File: config.mk
export PLATFORM = sky130hd
export DESIGN_NAME = crtc_timing
export DESIGN_NICKNAME = d
export VERILOG_FILES = /design/src/rtl/crtc_pkg.sv /design/src/rtl/crtc_regs.sv /design/src/rtl/crtc_counters.sv /design/src/rtl/crtc_span.sv /design/src/rtl/crtc_timing.sv
export SDC_FILE = /design/constraint.sdc
export NUM_CORES = 1
export LEC_CHECK = 0
export BUFFER_PORTS_ARGS = -buffer_cell sky130_fd_sc_hd__buf_2
export CORE_MARGIN = 2
export CORE_UTILIZATION = 60
export DETAILED_ROUTE_END_ITERATION = 16
export PLACE_DENSITY = 0.78
export SLEW_MARGIN = 10
export SYNTH_ARGS = -nofsm -noshare
export SYNTH_HDL_FRONTEND = slang
export SYNTH_SLANG_ARGS = --single-unit
export TNS_END_PERCENT = 50
File: constraint.sdc
create_clock -name clk -period 9.9 [get_ports clk]
set_clock_uncertainty 0.15 [all_clocks]
set_input_delay 0.99 -clock clk [delete_from_list [all_inputs] [get_ports clk]]
set_output_delay 0.99 -clock clk [all_outputs]
set_load 0.005 [all_outputs]
File: src/rtl/crtc_pkg.sv
package crtc_pkg;
    localparam int PX_W  = 3;
    localparam int HC_W  = 10;
    localparam int VC_W  = 13;
    localparam int NSPAN = 3;

    localparam int SP_HSYNC  = 0;
    localparam int SP_HBLANK = 1;
    localparam int SP_VSYNC  = 2;

    localparam logic [3:0] A_HTOT_LO  = 4'd0;
    localparam logic [3:0] A_HTOT_HI  = 4'd1;
    localparam logic [3:0] A_HDISP    = 4'd2;
    localparam logic [3:0] A_HS_ON    = 4'd3;
    localparam logic [3:0] A_HS_OFF   = 4'd4;
    localparam logic [3:0] A_HB_OFF   = 4'd5;
    localparam logic [3:0] A_VTOT_LO  = 4'd6;
    localparam logic [3:0] A_VTOT_HI  = 4'd7;
    localparam logic [3:0] A_VDISP_LO = 4'd8;
    localparam logic [3:0] A_VDISP_HI = 4'd9;
    localparam logic [3:0] A_VS_ON_LO = 4'd10;
    localparam logic [3:0] A_VS_ON_HI = 4'd11;
    localparam logic [3:0] A_VS_OFF   = 4'd12;
    localparam logic [3:0] A_PITCH_LO = 4'd13;
    localparam logic [3:0] A_PITCH_HI = 4'd14;
    localparam logic [3:0] A_POL      = 4'd15;

    typedef struct packed {
        logic [8:0]  htot;
        logic [7:0]  hdisp;
        logic [7:0]  hs_on;
        logic [4:0]  hs_off;
        logic [5:0]  hb_off;
        logic [11:0] vtot;
        logic [11:0] vdisp;
        logic [11:0] vs_on;
        logic [3:0]  vs_off;
        logic [11:0] pitch;
        logic        hs_low;
        logic        vs_low;
    } crtc_cfg_t;

    typedef enum logic {
        SPAN_OFF = 1'b0,
        SPAN_ON  = 1'b1
    } span_e;
endpackage

File: src/rtl/crtc_regs.sv
module crtc_regs
    import crtc_pkg::*;
#(
    parameter crtc_cfg_t RST_CFG = '0
) (
    input  logic       clk,
    input  logic       rst,
    input  logic       we,
    input  logic [3:0] addr,
    input  logic [7:0] wdata,
    input  logic       frame_wrap,
    output crtc_cfg_t  act,
    output crtc_cfg_t  nxt
);
    crtc_cfg_t shd;

    // shadow set takes writes; working set follows it only at frame end
    always_ff @(posedge clk) begin
        if (rst) begin
            shd <= RST_CFG;
            act <= RST_CFG;
        end else begin
            if (we) begin
                unique case (addr)
                    A_HTOT_LO:  shd.htot[7:0]   <= wdata;
                    A_HTOT_HI:  shd.htot[8]     <= wdata[0];
                    A_HDISP:    shd.hdisp       <= wdata;
                    A_HS_ON:    shd.hs_on       <= wdata;
                    A_HS_OFF:   shd.hs_off      <= wdata[4:0];
                    A_HB_OFF:   shd.hb_off      <= wdata[5:0];
                    A_VTOT_LO:  shd.vtot[7:0]   <= wdata;
                    A_VTOT_HI:  shd.vtot[11:8]  <= wdata[3:0];
                    A_VDISP_LO: shd.vdisp[7:0]  <= wdata;
                    A_VDISP_HI: shd.vdisp[11:8] <= wdata[3:0];
                    A_VS_ON_LO: shd.vs_on[7:0]  <= wdata;
                    A_VS_ON_HI: shd.vs_on[11:8] <= wdata[3:0];
                    A_VS_OFF:   shd.vs_off      <= wdata[3:0];
                    A_PITCH_LO: shd.pitch[7:0]  <= wdata;
                    A_PITCH_HI: shd.pitch[11:8] <= wdata[3:0];
                    A_POL: begin
                        shd.hs_low <= wdata[6];
                        shd.vs_low <= wdata[7];
                    end
                endcase
            end
            if (frame_wrap) begin
                act <= shd;
            end
        end
    end

    // settings that govern the position the counters move to next
    assign nxt = frame_wrap ? shd : act;
endmodule

File: src/rtl/crtc_counters.sv
module crtc_counters
    import crtc_pkg::*;
(
    input  logic            clk,
    input  logic            rst,
    input  crtc_cfg_t       act,
    output logic [PX_W-1:0] px,
    output logic [HC_W-1:0] hc,
    output logic [VC_W-1:0] vc,
    output logic [HC_W-1:0] hc_n,
    output logic [VC_W-1:0] vc_n,
    output logic            char_end,
    output logic            line_end,
    output logic            frame_wrap
);
    logic [HC_W-1:0] h_last;
    logic [VC_W-1:0] v_last;

    always_comb begin
        // undo the register bias: total-5 characters, total-2 lines
        h_last     = HC_W'(act.htot) + HC_W'(4);
        v_last     = VC_W'(act.vtot) + VC_W'(1);
        char_end   = (px == '1);
        line_end   = char_end && (hc == h_last);
        frame_wrap = line_end && (vc == v_last);
        hc_n = hc;
        if (char_end) begin
            hc_n = line_end ? '0 : hc + 1'b1;
        end
        vc_n = vc;
        if (line_end) begin
            vc_n = frame_wrap ? '0 : vc + 1'b1;
        end
    end

    always_ff @(posedge clk) begin
        if (rst) begin
            px <= '0;
            hc <= '0;
            vc <= '0;
        end else begin
            px <= px + 1'b1;
            hc <= hc_n;
            vc <= vc_n;
        end
    end
endmodule

File: src/rtl/crtc_span.sv
module crtc_span
    import crtc_pkg::*;
(
    input  logic clk,
    input  logic rst,
    input  logic step,
    input  logic hit_on,
    input  logic hit_off,
    output logic active
);
    span_e st, st_n;

    always_comb begin
        st_n = st;
        if (step) begin
            unique case (st)
                SPAN_OFF: if (hit_on) st_n = SPAN_ON;
                SPAN_ON:  if (!hit_on && hit_off) st_n = SPAN_OFF;
            endcase
        end
    end

    always_ff @(posedge clk) begin
        if (rst) begin
            st <= SPAN_OFF;
        end else begin
            st <= st_n;
        end
    end

    always_comb begin
        active = (st == SPAN_ON);
    end
endmodule

File: src/rtl/crtc_timing.sv
module crtc_timing
    import crtc_pkg::*;
#(
    parameter int         H_ACTIVE = 640,
    parameter int         H_FRONT  = 16,
    parameter int         H_SYNC   = 96,
    parameter int         H_BACK   = 48,
    parameter int         V_ACTIVE = 480,
    parameter int         V_FRONT  = 10,
    parameter int         V_SYNC   = 2,
    parameter int         V_BACK   = 33,
    parameter int         BYTES_PP = 1,
    parameter logic [1:0] SYNC_LOW = 2'b11
) (
    input  logic                 clk,
    input  logic                 rst,
    input  logic                 cfg_we,
    input  logic [3:0]           cfg_addr,
    input  logic [7:0]           cfg_wdata,
    output logic                 hsync,
    output logic                 vsync,
    output logic                 de,
    output logic                 blank,
    output logic [HC_W+PX_W-1:0] x,
    output logic [VC_W-1:0]      y,
    output logic [11:0]          pitch
);
    localparam int HD_C    = H_ACTIVE / 8;
    localparam int HS_C    = (H_ACTIVE + H_FRONT) / 8;
    localparam int HE_C    = (H_ACTIVE + H_FRONT + H_SYNC) / 8;
    localparam int HT_C    = (H_ACTIVE + H_FRONT + H_SYNC + H_BACK) / 8;
    localparam int VS_L    = V_ACTIVE + V_FRONT;
    localparam int VE_L    = VS_L + V_SYNC;
    localparam int VT_L    = VE_L + V_BACK;
    localparam int PITCH_D = H_ACTIVE * BYTES_PP / 8;

    localparam crtc_cfg_t RST_CFG = '{
        htot:   9'(HT_C - 5),
        hdisp:  8'(HD_C - 1),
        hs_on:  8'(HS_C),
        hs_off: 5'(HE_C % 32),
        hb_off: 6'((HT_C - 1) % 64),
        vtot:   12'(VT_L - 2),
        vdisp:  12'(V_ACTIVE - 1),
        vs_on:  12'(VS_L - 1),
        vs_off: 4'((VE_L - 1) % 16),
        pitch:  12'(PITCH_D),
        hs_low: SYNC_LOW[0],
        vs_low: SYNC_LOW[1]
    };

    crtc_cfg_t       act, nxt;
    logic [PX_W-1:0] px;
    logic [HC_W-1:0] hc, hc_n;
    logic [VC_W-1:0] vc, vc_n;
    logic            char_end, line_end, frame_wrap;
    logic [NSPAN-1:0] sp_step, sp_on, sp_off, sp_act;

    crtc_regs #(.RST_CFG(RST_CFG)) u_regs (
        .clk        (clk),
        .rst        (rst),
        .we         (cfg_we),
        .addr       (cfg_addr),
        .wdata      (cfg_wdata),
        .frame_wrap (frame_wrap),
        .act        (act),
        .nxt        (nxt)
    );

    crtc_counters u_cnt (
        .clk        (clk),
        .rst        (rst),
        .act        (act),
        .px         (px),
        .hc         (hc),
        .vc         (vc),
        .hc_n       (hc_n),
        .vc_n       (vc_n),
        .char_end   (char_end),
        .line_end   (line_end),
        .frame_wrap (frame_wrap)
    );

    // span matches look at the position being entered, with the settings
    // that will be in force there
    always_comb begin
        sp_step[SP_HSYNC]  = char_end;
        sp_on[SP_HSYNC]    = (hc_n == HC_W'(nxt.hs_on));
        sp_off[SP_HSYNC]   = (hc_n[4:0] == nxt.hs_off);

        sp_step[SP_HBLANK] = char_end;
        sp_on[SP_HBLANK]   = (hc_n == HC_W'(nxt.hdisp) + HC_W'(1));
        sp_off[SP_HBLANK]  = (hc_n[5:0] == nxt.hb_off);

        sp_step[SP_VSYNC]  = line_end;
        sp_on[SP_VSYNC]    = (vc_n == VC_W'(nxt.vs_on) + VC_W'(1));
        sp_off[SP_VSYNC]   = (vc_n[3:0] == nxt.vs_off + 4'd1);
    end

    for (genvar g = 0; g < NSPAN; g++) begin : g_span
        crtc_span u_span (
            .clk     (clk),
            .rst     (rst),
            .step    (sp_step[g]),
            .hit_on  (sp_on[g]),
            .hit_off (sp_off[g]),
            .active  (sp_act[g])
        );
    end

    always_comb begin
        x     = {hc, px};
        y     = vc;
        de    = (hc <= HC_W'(act.hdisp)) && (vc <= VC_W'(act.vdisp));
        blank = sp_act[SP_HBLANK] || (vc > VC_W'(act.vdisp));
        hsync = sp_act[SP_HSYNC] ^ act.hs_low;
        vsync = sp_act[SP_VSYNC] ^ act.vs_low;
        pitch = act.pitch;
    end
endmodule

==> summary.md <==
| Metric | Value |
|---|---|
| Status | `completed` |
| Synth Area in XOR/XNOR | `between 8 and 9%` |
| Tot Pwr | `around 0.0018 W` |
| Final Non-Filler Cells | `1521` |
| Syn nets | `1317` |
| Crit Path Class | `reg -> reg` |
| Wl on met1 | `~13 mm` |
| Fillers | `~1400` |
| RSZ-0062 raised after global routing | `no` |
| Die extent in x | `around 140 microns` |
| Worst-path fanout max | `47` |
| Post-synthesis cell type count | `just over 60` |
| Largest area contributor in the netlist | `dfxtp_1` |
| Post-synthesis simple-gate area fraction | `roughly a quarter` |
| # diodes | `0` |
| Ranking of synthesized cells by area | `dfxtp_1, mux2i_1, nand2_1, xnor2_1, xor2_1` |
| Util after Layout | `slightly below 70%` |
| CP required | `~10 ns` |
| Root buffer cell | `clkbuf_16` |
| Max Used Layer | `met4` |
| Die area | `about 19000 sq um` |
| Hold path cells | `2` |
| Peak supply drop | `~0.00015 V` |
| Vias per cell | `roughly 6` |
| Crit-path max cell delay | `between 0.6 and 0.7 ns` |
| Mapped Cells | `around 1300` |
| Std-Cell Core Area | `between 15000 and 20000 sq um` |
| Ys Warns | `0` |
| Die Ht | `137.0 microns` |
| CTS buffer count | `23` |
| DRC Markers | `0` |
| Compound-Gate Fraction of Synth Area | `10.51%` |
| GRT Util Overall | `~30%` |
| Area Growth Syn to Fin | `9.850%` |
| Crit-path slowest cell | `nor4_4` |
| Setup TNS | `0 ns` |
| CTS H-tree depth | `1` |
| Register area share after synthesis | `approximately two fifths` |
| Avg WL per Cell | `around 19 microns` |
| RePlAce Congestion | `0.9156` |
| Final Hold Fails | `0` |
| CP Launch Type | `register` |
| Final Cycle Share | `a little under three fifths` |
| Fmax | `0.1817 GHz` |
| CP Depth | `16` |
| CP Capture Type | `register` |
| Clk buf depth | `3` |
| TritonCTS clock tree | `done` |
| FF-to-FF path depth | `16` |
| Antenna violations before repair | `0` |
| Synth Flop Type | `dfxtp_1` |
| Placed insts | `1479` |
| ANT nets after route | `0` |
| Hold Buf Count CTS | `0` |
| Row cnt | `48` |
| Avg Inst Size Synth | `roughly 8.3 sq um` |
| Met2 WL post-DR | `12.15 mm` |
| Vias in the first global route | `8111` |
| IO Port Bufs | `56` |
| Worst min path class | `reg -> reg` |
| Worst Tran Pin Value | `about 1.0 ns` |
| Vias | `slightly above 9000` |
| Layout cell share with drive strength beyond 1 | `under 10%` |
| Largest net degree at the start of global routing | `73` |
| Synth Area in Adders | `between 3 and 4%` |
| Pins Over Slew Limit | `0` |
| Leak | `roughly 4.5 nW` |
| Worst hold slack | `0.3006 ns` |
| First-pass DRT Iterations | `5` |
| DR iter-0 viols | `745` |
| GR Overflow Total | `0` |
| Clk sink count | `between 200 and 250` |
| Post-synth EDFFs | `0` |
| PwrDens | `between 150 and 200 nW/um^2` |
| Post_cts resized | `0` |
| Clock-pin transition on the worst setup and hold timing paths | `roughly 0.06 ns` |
| Asr flop ratio synth | `0%` |
| Post-CTS setup repair buffer count | `0` |
| Headroom to the max-slew limit | `between 20% and 30%` |
| Nets | `between 1000 and 1500` |
| Top cell type's share of synthesized area | `about two fifths` |
| Post-synth top cells | `nand2_1, dfxtp_1, mux2i_1` |
| Post-detail-place hpwl | `between 15 and 20 mm` |
| Synthesized cell area | `10610 sq um` |
| Minimum clock period | `roughly 5.5 ns` |
| First-pass GRT wire length | `about 45 mm` |
| CP arrival | `approximately 5.7 ns` |
| Max Cap Viol | `0` |
| Setup Viol. Count Final | `0` |
| Multiplexer share of the synthesized area | `under 10%` |
| Post-Route WL | `~28 mm` |
| Largest delay contributor family on the critical path | `simple AND/OR/NAND/NOR gates` |
| Largest family of logic cells by synthesized area | `simple AND/OR/NAND/NOR gates` |
| Crit-path cells | `ha_1 -> nor2b_1 -> or3_1 -> a31o_1 -> or4b_1 -> buf_4 -> nor4_4 -> buf_4 -> mux2_2 -> ha_1 -> xnor2_1 -> nor3_1 -> a31oi_1 -> or3_1 -> o211ai_1 -> o21ai_1` |
| Met3 WL | `approximately 2.5 mm` |
| Synth Register Bits | `approximately 210` |
| Most common cell in the netlist | `nand2_1` |
| CP Buf/Inv Count | `2` |
| Starting Density | `between 60% and 70%` |
| Num ports | `between 50 and 60` |
| Worst-Skew Late Latency | `0.52 ns` |
[per-stage QoR]
| stage | setup slack [ns] | area, sq um |
|---|---|---|
| 2_1_floorplan | 4.742 | 10610 |
| 3_3_place_gp | 4.649 | 10880 |
| 3_5_place_dp | 4.467 | 10880 |
| 4_1_cts | 4.438 | 11650 |
| 5_1_grt | 4.064 | 11650 |
| 6_report | 4.398 | 11650 |
[worst reg2reg max path, cell delays in order (launching register included)]
cell and delay (ns):
dfxtp_1 0.49, ha_1 0.33, nor2b_1 0.08, or3_1 0.35
a31o_1 0.23, or4b_1 0.50, buf_4 0.24, nor4_4 0.68
buf_4 0.60, mux2_2 0.44, ha_1 0.31, xnor2_1 0.14
nor3_1 0.20, a31oi_1 0.06, or3_1 0.34, o211ai_1 0.16
o21ai_1 0.08
[report_power, final]
part           switching, W  internal [W]  leakage [nW]
Sequential       0.00000499      0.000847          1.69
Clock              0.000348      0.000524         0.364
Combinational     0.0000364     0.0000127          2.47
[path summary, 6_finish.rpt]
| check | start | end | slack, ns |
|---|---|---|---|
| max | u_regs.act[83] | g_span[2].u_span.active | 4.40 |
| min | u_regs.act[41] | u_regs.act[41] | 0.30 |
| max reg2reg | u_regs.act[83] | g_span[2].u_span.active | 4.40 |
| min reg2reg | u_regs.act[41] | u_regs.act[41] | 0.30 |
[per-layer routing]
metal	track usage, %	vias up
li1	-	4381
met5	0	-
met1	45.02	4325
met3	5.444	50
met4	9.450	0
met2	44.25	391
[final cells by class]
cell class,instances,area (sq um),area share [%]
multi-input combinational,950,5946,51.03
sequential,209,4184,35.91
clock buffer,31,625.6,5.369
timing repair buffer,67,365.4,3.136
tap,225,281.5,2.416
clock inverter,11,143.9,1.235
inverter,28,105.1,0.9021
[registers in the layout (all words and copies together), names as in the netlist]
register,cells
u_regs.act,90
u_regs.shd,90
u_cnt.vc,13
u_cnt.hc,10
g_span.u_span.active,3
u_cnt.px,3
[placed cells by master, fill, tap and decap left out, types with 12 or more instances in the layout]
master	instances
nand2_1	243
dfxtp_1	209
mux2i_1	100
nor2_1	97
nand3_1	66
a21oi_1	66
buf_2	55
xnor2_1	52
xor2_1	46
ha_1	29
inv_1	27
o21ai_0	27
nor3_1	26
clkbuf_16	23
nand4_1	21
nor2b_1	18
o211ai_1	14
and3_1	13
o21a_1	13
buf_4	12
[cells by family (layout without fill, tap and decap cells)]
group / count (synthesis) / after routing
simple gates: 540 / 540
flops: 209 / 209
compound gates: 176 / 176
xor+xnor: 101 / 101
buf+inv: 114 / 137
mux: 104 / 104
fa+ha+maj: 29 / 29
Power figures use the tool's default switching activity.
